===== config.mk =====
export PLATFORM = sky130hd
export DESIGN_NAME = wave_table_builder
export DESIGN_NICKNAME = d
export VERILOG_FILES = /design/src/rtl/wtb_pkg.sv /design/src/rtl/wtb_divider.sv /design/src/rtl/wtb_point_gen.sv /design/src/rtl/wave_table_builder.sv
export SDC_FILE = /design/constraint.sdc
export NUM_CORES = 1
export LEC_CHECK = 0
export BUFFER_PORTS_ARGS = -buffer_cell sky130_fd_sc_hd__clkbuf_2
export CORE_UTILIZATION = 44
export DETAILED_ROUTE_END_ITERATION = 10
export PLACE_DENSITY = 0.57
export SLEW_MARGIN = 20
export SYNTH_ARGS = -nofsm -noshare
export SYNTH_HDL_FRONTEND = slang
export SYNTH_SLANG_ARGS = --single-unit

===== constraint.sdc =====
create_clock -name clk -period 8.71 [get_ports clk]
set_clock_uncertainty 0.15 [all_clocks]
set_input_delay 0.871 -clock clk [delete_from_list [all_inputs] [get_ports clk]]
set_output_delay 0.871 -clock clk [all_outputs]
set_load 0.02 [all_outputs]

===== src/rtl/wtb_pkg.sv =====
package wtb_pkg;
  typedef enum logic [1:0] {
    SH_SQUARE = 2'd0,
    SH_SAW    = 2'd1,
    SH_TRI    = 2'd2,
    SH_SQ_ALT = 2'd3
  } shape_e;

  typedef enum logic [2:0] {
    ST_IDLE, ST_SPLIT, ST_LOAD, ST_SCALE, ST_CODE, ST_CONV, ST_FIN
  } st_e;
endpackage


===== src/rtl/wtb_divider.sv =====
module wtb_divider #(
  parameter int W = 22
) (
  input  logic         clk,
  input  logic         rst,
  input  logic         go,
  input  logic [W-1:0] num,
  input  logic [W-1:0] den,
  output logic         fin,
  output logic [W-1:0] quot
);
  localparam int CW = $clog2(W + 1);

  logic [CW-1:0] cnt;
  logic [W-1:0]  rem;
  logic [W-1:0]  q;
  logic [W-1:0]  d;
  logic          run;
  logic [W:0]    rem_sh;

  assign rem_sh = {rem, q[W-1]};
  assign quot   = (d == '0) ? '0 : q;

  always_ff @(posedge clk) begin
    if (rst) begin
      cnt <= '0;
      rem <= '0;
      q   <= '0;
      d   <= '0;
      run <= 1'b0;
      fin <= 1'b0;
    end else begin
      fin <= 1'b0;
      if (go) begin
        q   <= num;
        d   <= den;
        rem <= '0;
        cnt <= CW'(W);
        run <= 1'b1;
      end else if (run) begin
        if (rem_sh >= {1'b0, d}) begin
          rem <= W'(rem_sh - {1'b0, d});
          q   <= {q[W-2:0], 1'b1};
        end else begin
          rem <= W'(rem_sh);
          q   <= {q[W-2:0], 1'b0};
        end
        cnt <= cnt - 1'b1;
        if (cnt == CW'(1)) begin
          run <= 1'b0;
          fin <= 1'b1;
        end
      end
    end
  end
endmodule


===== src/rtl/wtb_point_gen.sv =====
module wtb_point_gen
  import wtb_pkg::*;
#(
  parameter int NPTS = 128,
  parameter int VW   = 12,
  parameter int AW   = 8,
  parameter int SW   = 15,
  parameter int DW   = 22
) (
  input  shape_e              shape,
  input  logic [AW-1:0]       x,
  input  logic [AW-1:0]       split,
  input  logic [VW-1:0]       amp,
  input  logic [VW-1:0]       offset,
  output logic signed [SW-1:0] base,
  output logic                sub,
  output logic [DW-1:0]       num,
  output logic [DW-1:0]       den
);
  logic [VW-1:0]        half;
  logic [AW-1:0]        q1, q3, tail;
  logic signed [SW-1:0] off_s, amp_s, half_s;
  logic [DW-1:0]        k_lo, k_hi;

  assign half   = amp >> 1;
  assign tail   = AW'(NPTS) - split;
  assign q1     = split >> 1;
  assign q3     = split + (tail >> 1);
  assign off_s  = $signed({{(SW-VW){1'b0}}, offset});
  assign amp_s  = $signed({{(SW-VW){1'b0}}, amp});
  assign half_s = $signed({{(SW-VW){1'b0}}, half});
  assign k_lo   = DW'(x);
  assign k_hi   = DW'(x - split);

  always_comb begin
    base = off_s;
    sub  = 1'b0;
    num  = '0;
    den  = DW'(1);
    if (x == AW'(NPTS)) begin
      base = off_s;
    end else begin
      unique case (shape)
        SH_SAW: begin
          if (x < split) begin
            base = off_s - half_s;
            num  = DW'(half) * k_lo;
            den  = DW'(split);
          end else begin
            num  = DW'(half) * k_hi;
            den  = DW'(tail);
          end
        end
        SH_TRI: begin
          if (x < q1) begin
            num  = DW'(half) * k_lo;
            den  = DW'(q1);
          end else if (x < split) begin
            base = amp_s + off_s;
            sub  = 1'b1;
            num  = DW'(half) * k_lo;
            den  = DW'(q1);
          end else if (x < q3) begin
            sub  = 1'b1;
            num  = DW'(amp) * k_hi;
            den  = DW'(tail);
          end else begin
            base = off_s - amp_s;
            num  = DW'(amp) * k_hi;
            den  = DW'(tail);
          end
        end
        default: begin
          base = (x < split) ? off_s + half_s : off_s - half_s;
        end
      endcase
    end
  end
endmodule


===== src/rtl/wave_table_builder.sv =====
module wave_table_builder
  import wtb_pkg::*;
#(
  parameter int NPTS   = 128,
  parameter int VW     = 12,
  parameter int DUW    = 7,
  parameter int CODEW  = 10,
  parameter int CSHIFT = 6
) (
  input  logic                      clk,
  input  logic                      rst,
  input  logic                      start,
  input  logic [1:0]                shape,
  input  logic [DUW-1:0]            duty,
  input  logic [VW-1:0]             amp,
  input  logic [VW-1:0]             offset,
  input  logic [VW-1:0]             vmin,
  input  logic [VW-1:0]             vmax,
  input  logic [VW-1:0]             vfull,
  output logic                      wr_en,
  output logic [$clog2(NPTS+1)-1:0] wr_addr,
  output logic [CODEW+CSHIFT-1:0]   wr_data,
  output logic                      done
);
  localparam int AW       = $clog2(NPTS + 1);
  localparam int SW       = VW + 3;
  localparam int DW       = VW + CODEW;
  localparam int PW       = DUW + AW;
  localparam int PCT      = 100;
  localparam int CODE_MAX = (1 << CODEW) - 1;

  st_e            st;
  shape_e         shape_r;
  logic [DUW-1:0] duty_r;
  logic [VW-1:0]  amp_r, off_r, vmin_r, vmax_r, vfull_r, vc_r;
  logic [AW-1:0]  split_r, x_r;

  logic [DUW-1:0] duty_c;
  logic [PW-1:0]  split_prod;
  logic [AW-1:0]  split_calc;

  logic signed [SW-1:0] pg_base;
  logic                 pg_sub;
  logic [DW-1:0]        pg_num, pg_den;

  logic          div_go, div_fin;
  logic [DW-1:0] div_num, div_den, div_quot;

  logic signed [SW-1:0] quot_s, v_raw, lo_s, hi_s;
  logic [VW-1:0]        v_cl;
  logic [CODEW-1:0]     code;

  // duty is limited to 100 percent before the split is taken
  assign duty_c     = (duty_r > DUW'(PCT)) ? DUW'(PCT) : duty_r;
  assign split_prod = PW'(duty_c) * PW'(NPTS);
  assign split_calc = AW'(split_prod / PW'(PCT));

  wtb_point_gen #(
    .NPTS(NPTS), .VW(VW), .AW(AW), .SW(SW), .DW(DW)
  ) u_pg (
    .shape  (shape_r),
    .x      (x_r),
    .split  (split_r),
    .amp    (amp_r),
    .offset (off_r),
    .base   (pg_base),
    .sub    (pg_sub),
    .num    (pg_num),
    .den    (pg_den)
  );

  wtb_divider #(.W(DW)) u_div (
    .clk  (clk),
    .rst  (rst),
    .go   (div_go),
    .num  (div_num),
    .den  (div_den),
    .fin  (div_fin),
    .quot (div_quot)
  );

  assign quot_s = $signed(SW'(div_quot));
  assign v_raw  = pg_sub ? (pg_base - quot_s) : (pg_base + quot_s);
  assign lo_s   = $signed({{(SW-VW){1'b0}}, vmin_r});
  assign hi_s   = $signed({{(SW-VW){1'b0}}, vmax_r});

  always_comb begin
    if (v_raw < lo_s)      v_cl = vmin_r;
    else if (v_raw > hi_s) v_cl = vmax_r;
    else                   v_cl = VW'(v_raw);
  end

  assign code = (div_quot > DW'(CODE_MAX)) ? CODEW'(CODE_MAX) : CODEW'(div_quot);

  always_ff @(posedge clk) begin
    if (rst) begin
      st      <= ST_IDLE;
      shape_r <= SH_SQUARE;
      duty_r  <= '0;
      amp_r   <= '0;
      off_r   <= '0;
      vmin_r  <= '0;
      vmax_r  <= '0;
      vfull_r <= '0;
      vc_r    <= '0;
      split_r <= '0;
      x_r     <= '0;
      div_go  <= 1'b0;
      div_num <= '0;
      div_den <= '0;
      wr_en   <= 1'b0;
      wr_addr <= '0;
      wr_data <= '0;
      done    <= 1'b0;
    end else begin
      wr_en  <= 1'b0;
      done   <= 1'b0;
      div_go <= 1'b0;
      unique case (st)
        ST_IDLE: begin
          if (start) begin
            shape_r <= shape_e'(shape);
            duty_r  <= duty;
            amp_r   <= amp;
            off_r   <= offset;
            vmin_r  <= vmin;
            vmax_r  <= vmax;
            vfull_r <= vfull;
            st      <= ST_SPLIT;
          end
        end
        ST_SPLIT: begin
          split_r <= split_calc;
          x_r     <= '0;
          st      <= ST_LOAD;
        end
        ST_LOAD: begin
          div_go  <= 1'b1;
          div_num <= pg_num;
          div_den <= pg_den;
          st      <= ST_SCALE;
        end
        ST_SCALE: begin
          if (div_fin) begin
            vc_r <= v_cl;
            st   <= ST_CODE;
          end
        end
        ST_CODE: begin
          div_go  <= 1'b1;
          div_num <= DW'(vc_r) * DW'(CODE_MAX);
          div_den <= DW'(vfull_r);
          st      <= ST_CONV;
        end
        ST_CONV: begin
          if (div_fin) begin
            wr_en   <= 1'b1;
            wr_addr <= x_r;
            wr_data <= {code, {CSHIFT{1'b0}}};
            if (x_r == AW'(NPTS)) begin
              st <= ST_FIN;
            end else begin
              x_r <= x_r + 1'b1;
              st  <= ST_LOAD;
            end
          end
        end
        ST_FIN: begin
          done <= 1'b1;
          st   <= ST_IDLE;
        end
        default: st <= ST_IDLE;
      endcase
    end
  end
endmodule


==> results_dict.tcl, run 1 <==
set metrics [dict create \
    grt_pass1_vias 23720 \
    die_x_um 253.0 \
    synth_warnings 0 \
    gp_congestion 0.9221 \
    crit_type "flip-flop to flip-flop" \
    synth_simple_gate_area_share_pct 15.73 \
    clock_latency_ps 600 \
    synth-edff-count 0 \
    antenna_found_initial 0 \
    path_buf_inv 5 \
    grt_pass1_wl_um 131700 \
    area_growth_pct 8.540 \
    worst_pin_slew_ps 1082 \
    cts-root-buf "clkbuf_16" \
    synthTopCellsByArea "fa_1 20%, dfxtp_1 16%, ha_1 13%" \
    final_cell_area_um2 30090 \
    hpwl_um 65540 \
    synth_async_sr_flop_share_pct 0 \
    vdd_drop_max_mv 0.1671 \
    leakage_nw 14.09 \
    cts_buffers 28 \
    clk_path_buf_depth 3 \
    synth-seq-cells 218 \
    timing.fmax_ghz 0.1214 \
    netlist_instances 3403 \
    gr-total-overflow 0 \
    max_slew_margin_pct 26.86 \
    drive_above_1_share_pct 7.692 \
    htree_levels 1 \
    yosys.area.top_type "fa_1" \
    place_area_um2 29100 \
    setup_tns_ps 0 \
    dr.first_iter.drc_count 1738 \
    start_util_pct 44.76 \
    synth_compound_area_share_pct 18.62 \
    ant_nets 0 \
    num-fill-cells 6126 \
    min_period_ps 8235 \
    status "finished clean" \
    end_kind "flip-flop" \
    slowest_stage "fa_1" \
    cp_slowest_stage_delay_ps 540 \
    syn_area_um2 27720 \
    ys_seq_area_share_pct 15.74 \
    path_max_fanout 7 \
    synthXorXnorAreaFrac_pct 5.073 \
    period_share_pct 94.55 \
    grt_start_max_net_pins 81 \
    post-place-ws_ps 158.9 \
    antenna_cells 0 \
    yosys.cell_types.count 104 \
    yosysTopAreaCellShare_pct 20.22 \
    drt-total-wl_um 82900 \
    final-hold-violation-count 0 \
    crit_top_cell "a21oi_1" \
    die_area_um2 64010 \
    io-pin-count 98 \
    wl_per_cell_um 19.30 \
    crit_arrival_ps 8600 \
    numClockSinks 218 \
    synth_mux_area_share_pct 2.622 \
    grt_util_all_layers_pct 26.18 \
    cp.required_ps 9080 \
    synth_top_family_by_area "adder cells" \
    slew_viol_final 0 \
    die_y_um 253.0 \
    powerDensity_nw_per_um2 194.0 \
    num_vias 23730 \
    avgSynthCellArea_um2 8.146 \
    min_path_type "flip-flop to flip-flop" \
    holdWs_ps 311.3 \
    tritoncts "built" \
    portBuffers 91 \
    multi_input_area_um2 21100 \
    fin_ws_ps 474.6 \
    ys.flop_type "dfxtp_1" \
    cts.reportedPaths.clkPinSlew_ps 60 \
    nets 4086 \
    drc_errors 0 \
    critPathLaunchType "flip-flop" \
    finalSetupViolations 0 \
    core_area_um2 61940 \
    holdBufCountCts 0 \
    cpLargestDelayFamily "compound AO/OA/AOI/OAI gates" \
    drv_cap 0 \
    first_pass_iters 7 \
    rows 91 \
    regArea_um2 4369 \
    synth-adder-area-share_pct 33.63 \
    via_per_inst 5.526 \
    power_w 0.005837 \
]
-- tightest hold or removal path, stage by stage, from the launching register on --
cell	delay (ps)
dfxtp_1	310
nand2_1	50
a21oi_1	50
-- Yosys cell counts (all sizes together), types with 16 or more instances --
| library cell | number |
|---|---|
| o22ai | 23 |
| mux2i | 68 |
| nor3 | 43 |
| a31oi | 16 |
| nor2 | 269 |
| nand3 | 29 |
| xnor2 | 111 |
| a22oi | 28 |
| xor2 | 47 |
| inv | 459 |
| o21bai | 49 |
| nand2 | 416 |
| o211ai | 19 |
| and2 | 83 |
| fa | 280 |
| clkbuf | 134 |
| dfxtp | 218 |
| nand2b | 26 |
| ha | 297 |
| o221ai | 27 |
| a211oi | 33 |
| a21o | 48 |
| buf | 24 |
| o21a | 19 |
| a21oi | 280 |
| o21ai | 120 |
| a21boi | 21 |
| nor2b | 20 |
-- area by class of cell --
| cell class | instances | share of cell area [%] |
|---|---|---|
| Clock buffer | 40 | 2.545 |
| Clock inverter | 11 | 0.3992 |
| Inverter | 460 | 5.739 |
| Multi-Input combinational cell | 2572 | 70.12 |
| Sequential cell | 218 | 14.52 |
| Tap cell | 837 | 3.481 |
| Timing Repair Buffer | 157 | 3.194 |
-- routing by layer --
layer / GRT usage, % / vias to the layer above / wire length (um)
met4: 6.719 / 0 / 2269
met1: 36.77 / 11610 / 38230
met5: 0 / - / 0
met3: 3.104 / 97 / 4684
met2: 42.44 / 604 / 37710
li1: - / 11430 / -
-- timing repair --
item,4_1_cts,5_1_grt
setup endpoints to repair,0,14
buffers inserted,0,1
resized for setup,0,26
-- flip-flops by register name, summed over array words and instances (netlist names), 7 cells and up --
signal and count:
div_num 22, u_div.q 22, u_div.rem 22, amp_r 12, div_den 12, off_r 12
u_div.d 12, vc_r 12, vfull_r 12, vmax_r 12, vmin_r 12, wr_data 10
split_r 8, wr_addr 8, x_r 8, duty_r 7
-- power by group --
| group | switching (W) | leakage [nW] | internal (W) | total, W |
|---|---|---|---|---|
| Sequential | 0.0000742 | 1.77 | 0.00104 | 0.00112 |
| Clock | 0.000496 | 0.433 | 0.000645 | 0.00114 |
| Combinational | 0.00210 | 11.9 | 0.00148 | 0.00358 |
-- cells in the final DEF (no fill, tap or decap), types with 28 or more instances in the layout --
cell       instances
nor2_1           267
nand3_1           28
nand2_1          413
inv_1            453
o21bai_1          48
fa_1             278
a211oi_1          32
mux2i_1           67
o21ai_0          111
a21o_1            48
xor2_1            47
xnor2_1          109
dfxtp_1          214
ha_1             297
clkbuf_2          90
a21oi_1          275
and2_1            81
clkbuf_16         28
nor3_1            40
buf_4             65
-- kinds of logic (layout without fill, tap and decap cells) --
group,count (synthesis),count (layout)
AND/OR/NAND/NOR,972,972
AO/OA/AOI/OAI,787,787
buffers and inverters,618,668
adder cells (fa/ha/maj),577,577
flip-flops,218,218
XOR/XNOR,159,159
multiplexers,71,71
other,1,6
-- final timing paths --
check	startpoint	to	slack (ps)	depth (start not counted)
worst max register to register	split_r[0]	div_num[20]	470	33
worst max-delay path	split_r[0]	div_num[20]	470	33
worst min register to register	vmin_r[9]	vmin_r[9]	310	2
worst min-delay path	vmin_r[9]	vmin_r[9]	310	2
-- per-stage QoR --
stage                     instances  util [%]
after floorplan                3408         -
after global placement         4243     46.98
after detailed placement       4243     46.98
after CTS                      4294     48.41
after global routing           4295     48.58
final                          4295     48.58
(Power assumes the default switching activity.)
==> inputs of run 2 (changes only) <==
--- a/config.mk
+++ b/config.mk
@@ -5,10 +5,10 @@
 export SDC_FILE = /design/constraint.sdc
 export NUM_CORES = 1
 export LEC_CHECK = 0
+export ABC_AREA = 1
 export BUFFER_PORTS_ARGS = -buffer_cell sky130_fd_sc_hd__clkbuf_2
 export CORE_UTILIZATION = 44
 export DETAILED_ROUTE_END_ITERATION = 10
-export PLACE_DENSITY = 0.57
 export SLEW_MARGIN = 20
 export SYNTH_ARGS = -nofsm -noshare
 export SYNTH_HDL_FRONTEND = slang
==> constraint.sdc (replaced) <==
create_clock -name clk -period 7.9 [get_ports clk]
set_clock_uncertainty 0.15 [all_clocks]
set_input_delay 0.79 -clock clk [delete_from_list [all_inputs] [get_ports clk]]
set_output_delay 0.79 -clock clk [all_outputs]
set_load 0.02 [all_outputs]
==> results_dict.tcl, run 2 <==
set metrics [dict create \
    crit_path_end "div_num[21]" \
    drt-total-wl_um 81760 \
    drv_cap 0 \
    synthTopCellsByArea "fa_1 21%, dfxtp_1 16%, ha_1 14%" \
    post-place-ws_ps 144.8 \
    final_common_cell "inv_1" \
    reg_top3 "div_num: 22 flops, u_div.q: 22 flops, u_div.rem: 22 flops" \
    area_growth_pct 11.03 \
    grt_pass1_wl_um 128400 \
    status "finished clean" \
    finalSetupViolations 0 \
    first_pass_iters 6 \
    fin_ws_ps 395.7 \
    dr.first_iter.drc_count 1892 \
    clk_path_buf_depth 3 \
    portBuffers 91 \
    synth-seq-cells 218 \
    gr-total-overflow 0 \
    synth_common_cells "711 x inv_1, 525 x nand2_1, 323 x a21oi_1, 314 x o21ai_0, 297 x ha_1" \
    yosys.cell_types.count 65 \
    hpwl_um 66320 \
    synth_warnings 0 \
    slowest_stage "fa_1" \
    netlist_instances 3616 \
    reg2regPathDepth 45 \
    syn_area_um2 27170 \
    path_buf_inv 6 \
    io-pin-count 98 \
    crit_arrival_ps 7860 \
    start_util_pct 44.76 \
    cp_num_cells 45 \
    ant_nets 0 \
    max_slew_margin_pct 32.98 \
    final_cell_mix "706 x inv_1, 523 x nand2_1, 309 x a21oi_1, 301 x o21ai_0, 290 x ha_1" \
    htree_levels 1 \
    cts-root-buf "clkbuf_16" \
    die_x_um 250.5 \
    drc_errors 0 \
    clock_latency_ps 580 \
    grt_pass1_vias 23040 \
    final-hold-violation-count 0 \
    slew_viol_final 0 \
    timing.fmax_ghz 0.1333 \
    path_max_fanout 6 \
    numClockSinks 218 \
    cts.reportedPaths.clkPinSlew_ps 70 \
    crit_type "flip-flop to flip-flop" \
    end_kind "flip-flop" \
    cpLargestDelayFamily "adder cells" \
    antenna_found_initial 0 \
    die_area_um2 62740 \
    avgSynthCellArea_um2 7.513 \
    cp_slowest_stage_delay_ps 590 \
    r2r_end "div_num[21]" \
    rows 90 \
    critPathLaunchType "flip-flop" \
    gp_congestion 0.9780 \
    ys_seq_area_share_pct 16.06 \
    cts_buffers 30 \
    num_vias 24170 \
    die_y_um 250.5 \
    drive_above_1_share_pct 10.04 \
    worst_pin_slew_ps 999.2 \
    reg2reg_slack_ps 400 \
    min_period_ps 7504 \
    yosys.area.top_type "fa_1" \
    core_area_um2 60700 \
    yosysTopAreaCellShare_pct 20.63 \
    period_share_pct 94.99 \
    wl_per_cell_um 18.10 \
    grt_util_all_layers_pct 25.95 \
    antenna_cells 0 \
    via_per_inst 5.351 \
    crit_start "split_r[1]" \
    ys.flop_type "dfxtp_1" \
    min_path_type "flip-flop to flip-flop" \
    synth-edff-count 0 \
    synth_most_common_cell "inv_1" \
    grt_start_max_net_pins 98 \
    nets 4361 \
    r2r_start "split_r[1]" \
    cp.required_ps 8260 \
    crit_top_cell "nand2_1" \
    synth_async_sr_flop_share_pct 0 \
    tritoncts "built" \
]
[run 2: cell type report]
type	instances	area [um2]
fillers	6011	30530
multi-input cells	2540	19780
flip-flops and latches	218	4373
inverters	735	2764
repair buffers	187	1180
well taps	782	978.4
clock buffers	41	873.3
clock inverters	14	212.7
[run 2: per-stage QoR]
stage                     instance area (um2)  hold slack (ps)  cells  TNS [ps]  utilization (%)
after CTS                               29860            307.8   4507         0            49.19
after detailed placement                28770            296.9   4452         0            47.40
after global routing                    30160            328.3   4517    -118.6            49.70
final                                   30160            303.2   4517         0            49.70
after global placement                  28770            291.7   4452         0            47.40
after floorplan                         27190            270.5   3621         0                -
[run 2: worst min path at each step]
| stage | start | to | slack, ps | cells after the start |
|---|---|---|---|---|
| finish | vfull_r[10] | vfull_r[10] | 300 | 2 |
| floorplan | vfull_r[0] | vfull_r[0] | 270 | 2 |
| global route | div_den[9] | div_den[9] | 330 | 2 |
| CTS | vfull_r[9] | vfull_r[9] | 310 | 2 |
| global placement | vfull_r[6] | vfull_r[6] | 290 | 2 |
| detailed placement | vfull_r[9] | vfull_r[9] | 300 | 2 |
[run 2: metal layers]
layer / track usage (%) / up-vias / routed length (um)
met5: 0 / - / 0
met4: 6.643 / 0 / 2317
met3: 2.390 / 107 / 4767
met2: 41.45 / 710 / 36590
met1: 37.51 / 11520 / 38090
li1: - / 11840 / -
[run 2: kinds of logic after synthesis]
logic type                 share of synthesized area [%]
and+or+nand+nor                                    15.56
buffers and inverters                              12.09
AOI/OAI and AO/OA                                  18.06
adders and majority gates                          34.31
DFF                                                16.06
xor gates and xnor gates                           3.901
other                                            0.01380
[run 2: what timing repair did]
item,in CTS,in global routing
buffers inserted,0,10
setup endpoints to repair,0,18
resized for setup,0,63
hold buffers,0,0
[run 2: worst register-to-register path, delay by kind of cell (launching register included)]
kind / cells / cell delay, ps
compound gates: 9 / 990
buf+inv: 6 / 480
simple gates: 23 / 2310
flops: 1 / 360
fa+ha+maj: 7 / 3140
Power of run 2 is not shown: default switching activity piles up to over one toggle a cycle in this logic, so the estimate is an artifact.
==> inputs of run 3 (changes only) <==
--- a/config.mk
+++ b/config.mk
@@ -12,4 +12,5 @@
 export SLEW_MARGIN = 20
 export SYNTH_ARGS = -nofsm -noshare
 export SYNTH_HDL_FRONTEND = slang
+export SYNTH_HIERARCHICAL = 1
 export SYNTH_SLANG_ARGS = --single-unit
==> results_dict.tcl, run 3 <==
set metrics [dict create \
    status "finished clean" \
    cts_buffers 29 \
    fin_ws_ps 532.5 \
    reg2reg_slack_ps 530 \
    grt_pass1_wl_um 144000 \
    ys.flop_type "dfxtp_1" \
    min_from "vfull_r[11]" \
    cp_num_cells 37 \
    antenna_found_initial 2 \
    syn_area_um2 29690 \
    max_slew_margin_pct 24.15 \
    min_period_ps 7368 \
    drc_errors 0 \
    yosysTopAreaCellShare_pct 16.05 \
    hpwl_um 72860 \
    switching_share_pct 56.75 \
    first_pass_iters 6 \
    slowest_stage "fa_1" \
    portBuffers 91 \
    drv_cap 0 \
    drt-total-wl_um 91410 \
    start_util_pct 44.84 \
    pwr-share-comb_pct 80.2 \
    htree_levels 1 \
    post-place-ws_ps 244.4 \
    io-pin-count 98 \
    timing.fmax_ghz 0.1357 \
    synthTopCellsByArea "dfxtp_1 16%, fa_1 14%, ha_1 14%" \
    cts.reportedPaths.clkPinSlew_ps 60 \
    die_x_um 261.8 \
    path_max_fanout 10 \
    min_path_type "flip-flop to flip-flop" \
    final_common_cell "nand2_1" \
    hold_path_depth 2 \
    seqPwrFrac_pct 9.8 \
    final_cell_mix "938 x nand2_1, 821 x inv_1, 370 x a21oi_1, 327 x nor2_1, 325 x ha_1" \
    clock_latency_ps 580 \
    leakage_nw 17.30 \
    core_area_um2 66220 \
    numClockSinks 238 \
    vdd_drop_max_mv 0.4372 \
    cpLargestDelayFamily "adder cells" \
    drive_above_1_share_pct 7.703 \
    yosys.area.top_type "dfxtp_1" \
    dr.first_iter.drc_count 2151 \
    avgSynthCellArea_um2 6.749 \
    netlist_instances 4400 \
    ys_seq_area_share_pct 16.05 \
    final-hold-violation-count 0 \
    whs_endpoint "vfull_r[11]" \
    path_buf_inv 7 \
    wl_per_cell_um 17.19 \
    cp_slowest_stage_delay_ps 550 \
    synth_most_common_cell "nand2_1" \
    p_int_w 0.006228 \
    holdBufCountCts 0 \
    rows 94 \
    area_growth_pct 7.833 \
    reg2regPathDepth 37 \
    end_kind "flip-flop" \
    nets 5035 \
    critPathLaunchType "flip-flop" \
    num_vias 27850 \
    crit_type "flip-flop to flip-flop" \
    slew_viol_final 0 \
    power_frac_clock_pct 9.9 \
    grt_util_all_layers_pct 26.69 \
    synth_common_cells "940 x nand2_1, 823 x inv_1, 372 x a21oi_1, 329 x nor2_1, 326 x ha_1" \
    clk_path_buf_depth 3 \
    finalSetupViolations 0 \
    gp_congestion 0.9560 \
    synth_async_sr_flop_share_pct 0 \
    cp.required_ps 8230 \
    grt_start_max_net_pins 115 \
    crit_arrival_ps 7700 \
    ant_nets 0 \
    die_area_um2 68530 \
    synth-edff-count 0 \
    power_w 0.01440 \
    synth_warnings 6 \
    grt_pass1_vias 26460 \
    cts-root-buf "clkbuf_16" \
    via_per_inst 5.237 \
    p_sw_w 0.008171 \
    die_y_um 261.8 \
    powerDensity_nw_per_um2 449.7 \
    gr-total-overflow 0 \
    worst_pin_slew_ps 1137 \
    period_share_pct 93.26 \
    r2r_end "div_num[14]" \
    r2r_start "split_r[2]" \
    yosys.cell_types.count 62 \
    synth-seq-cells 238 \
    setup_tns_ps 0 \
    tritoncts "built" \
]
## run 3: changes by cell type after synthesis, sizes merged, moves of 14 or more
cell and change:
nand2 +440, dfxtp +20, ha +29, a31oi -14, nand3 +128, o211ai -17, a221oi -26, nand3b +22
inv +119, buf +45, a21oi +53, fa -76, nor2 +111, nand4 +30
## run 3: worst max path at each step
stage | slack [ps] | start | end
4_1_cts | 200 | split_r[0] | vc_r[10]
3_5_place_dp | 240 | split_r[0] | vc_r[10]
5_1_grt | -8 | split_r[0] | vc_r[0]
2_1_floorplan | 420 | split_r[1] | vc_r[9]
6_report | 530 | split_r[2] | div_num[14]
3_3_place_gp | 310 | split_r[1] | vc_r[11]
## run 3: stage by stage
stage | util, % | cells | hold slack (ps) | area [um2]
3_3_place_gp | 46.64 | 5262 | 283.9 | 30880
6_report | 48.36 | 5318 | 297.1 | 32020
5_1_grt | 48.35 | 5317 | 311.4 | 32020
4_1_cts | 48.19 | 5313 | 295.9 | 31910
3_5_place_dp | 46.64 | 5262 | 286.7 | 30880
2_1_floorplan | - | 4418 | 273.7 | 29760
## run 3: logic make-up after synthesis
| logic type | synth area share [%] |
|---|---|
| simple gates | 24.97 |
| buf+inv | 13.53 |
| compound gates | 14.63 |
| fa+ha+maj | 27.49 |
| flops | 16.05 |
| xor+xnor | 3.304 |
| other cells | 0.02529 |
## run 3: worst reg2reg max path: cells and delay by family (launching register included)
family,cells,cell delay (ps)
AOI/OAI and AO/OA,6,1070
and+or+nand+nor,15,1800
adders and majority gates,7,3000
DFF,1,490
buffers and inverters,7,480
xor gates and xnor gates,2,240
## run 3: final cells by class
| class | count | area (um2) |
|---|---|---|
| antenna | 1 | 2.502 |
| clock buffer | 35 | 798.3 |
| clock inverter | 16 | 227.7 |
| fill | 6969 | 34200 |
| inverter | 850 | 3202 |
| multi-input combinational | 3168 | 21060 |
| sequential | 238 | 4765 |
| tap | 864 | 1081 |
| timing repair buffer | 146 | 880.8 |
## run 3: metal layers
layer	part of all wire [%]	wire length, um	vias up	GRT usage, %
met3	5.9	5376	149	2.778
met2	45	40820	810	43.91
met5	0	0	-	0
met4	2.8	2587	0	6.977
li1	-	-	13980	-
met1	47	42630	12910	37.16
## run 3: timing repair
item	4_1_cts	5_1_grt
setup endpoints to repair	0	12
buffers inserted	0	4
resized for setup	0	13
## run 3: power groups by stage
stage	Combinational, W	Sequential (W)	Clock (W)
2_1_floorplan	0.00847	0.00140	0
3_3_place_gp	0.0112	0.00144	0
3_5_place_dp	0.0112	0.00144	0
4_1_cts	0.0113	0.00141	0.00146
5_1_grt	0.0130	0.00143	0.00151
6_report	0.0116	0.00141	0.00143
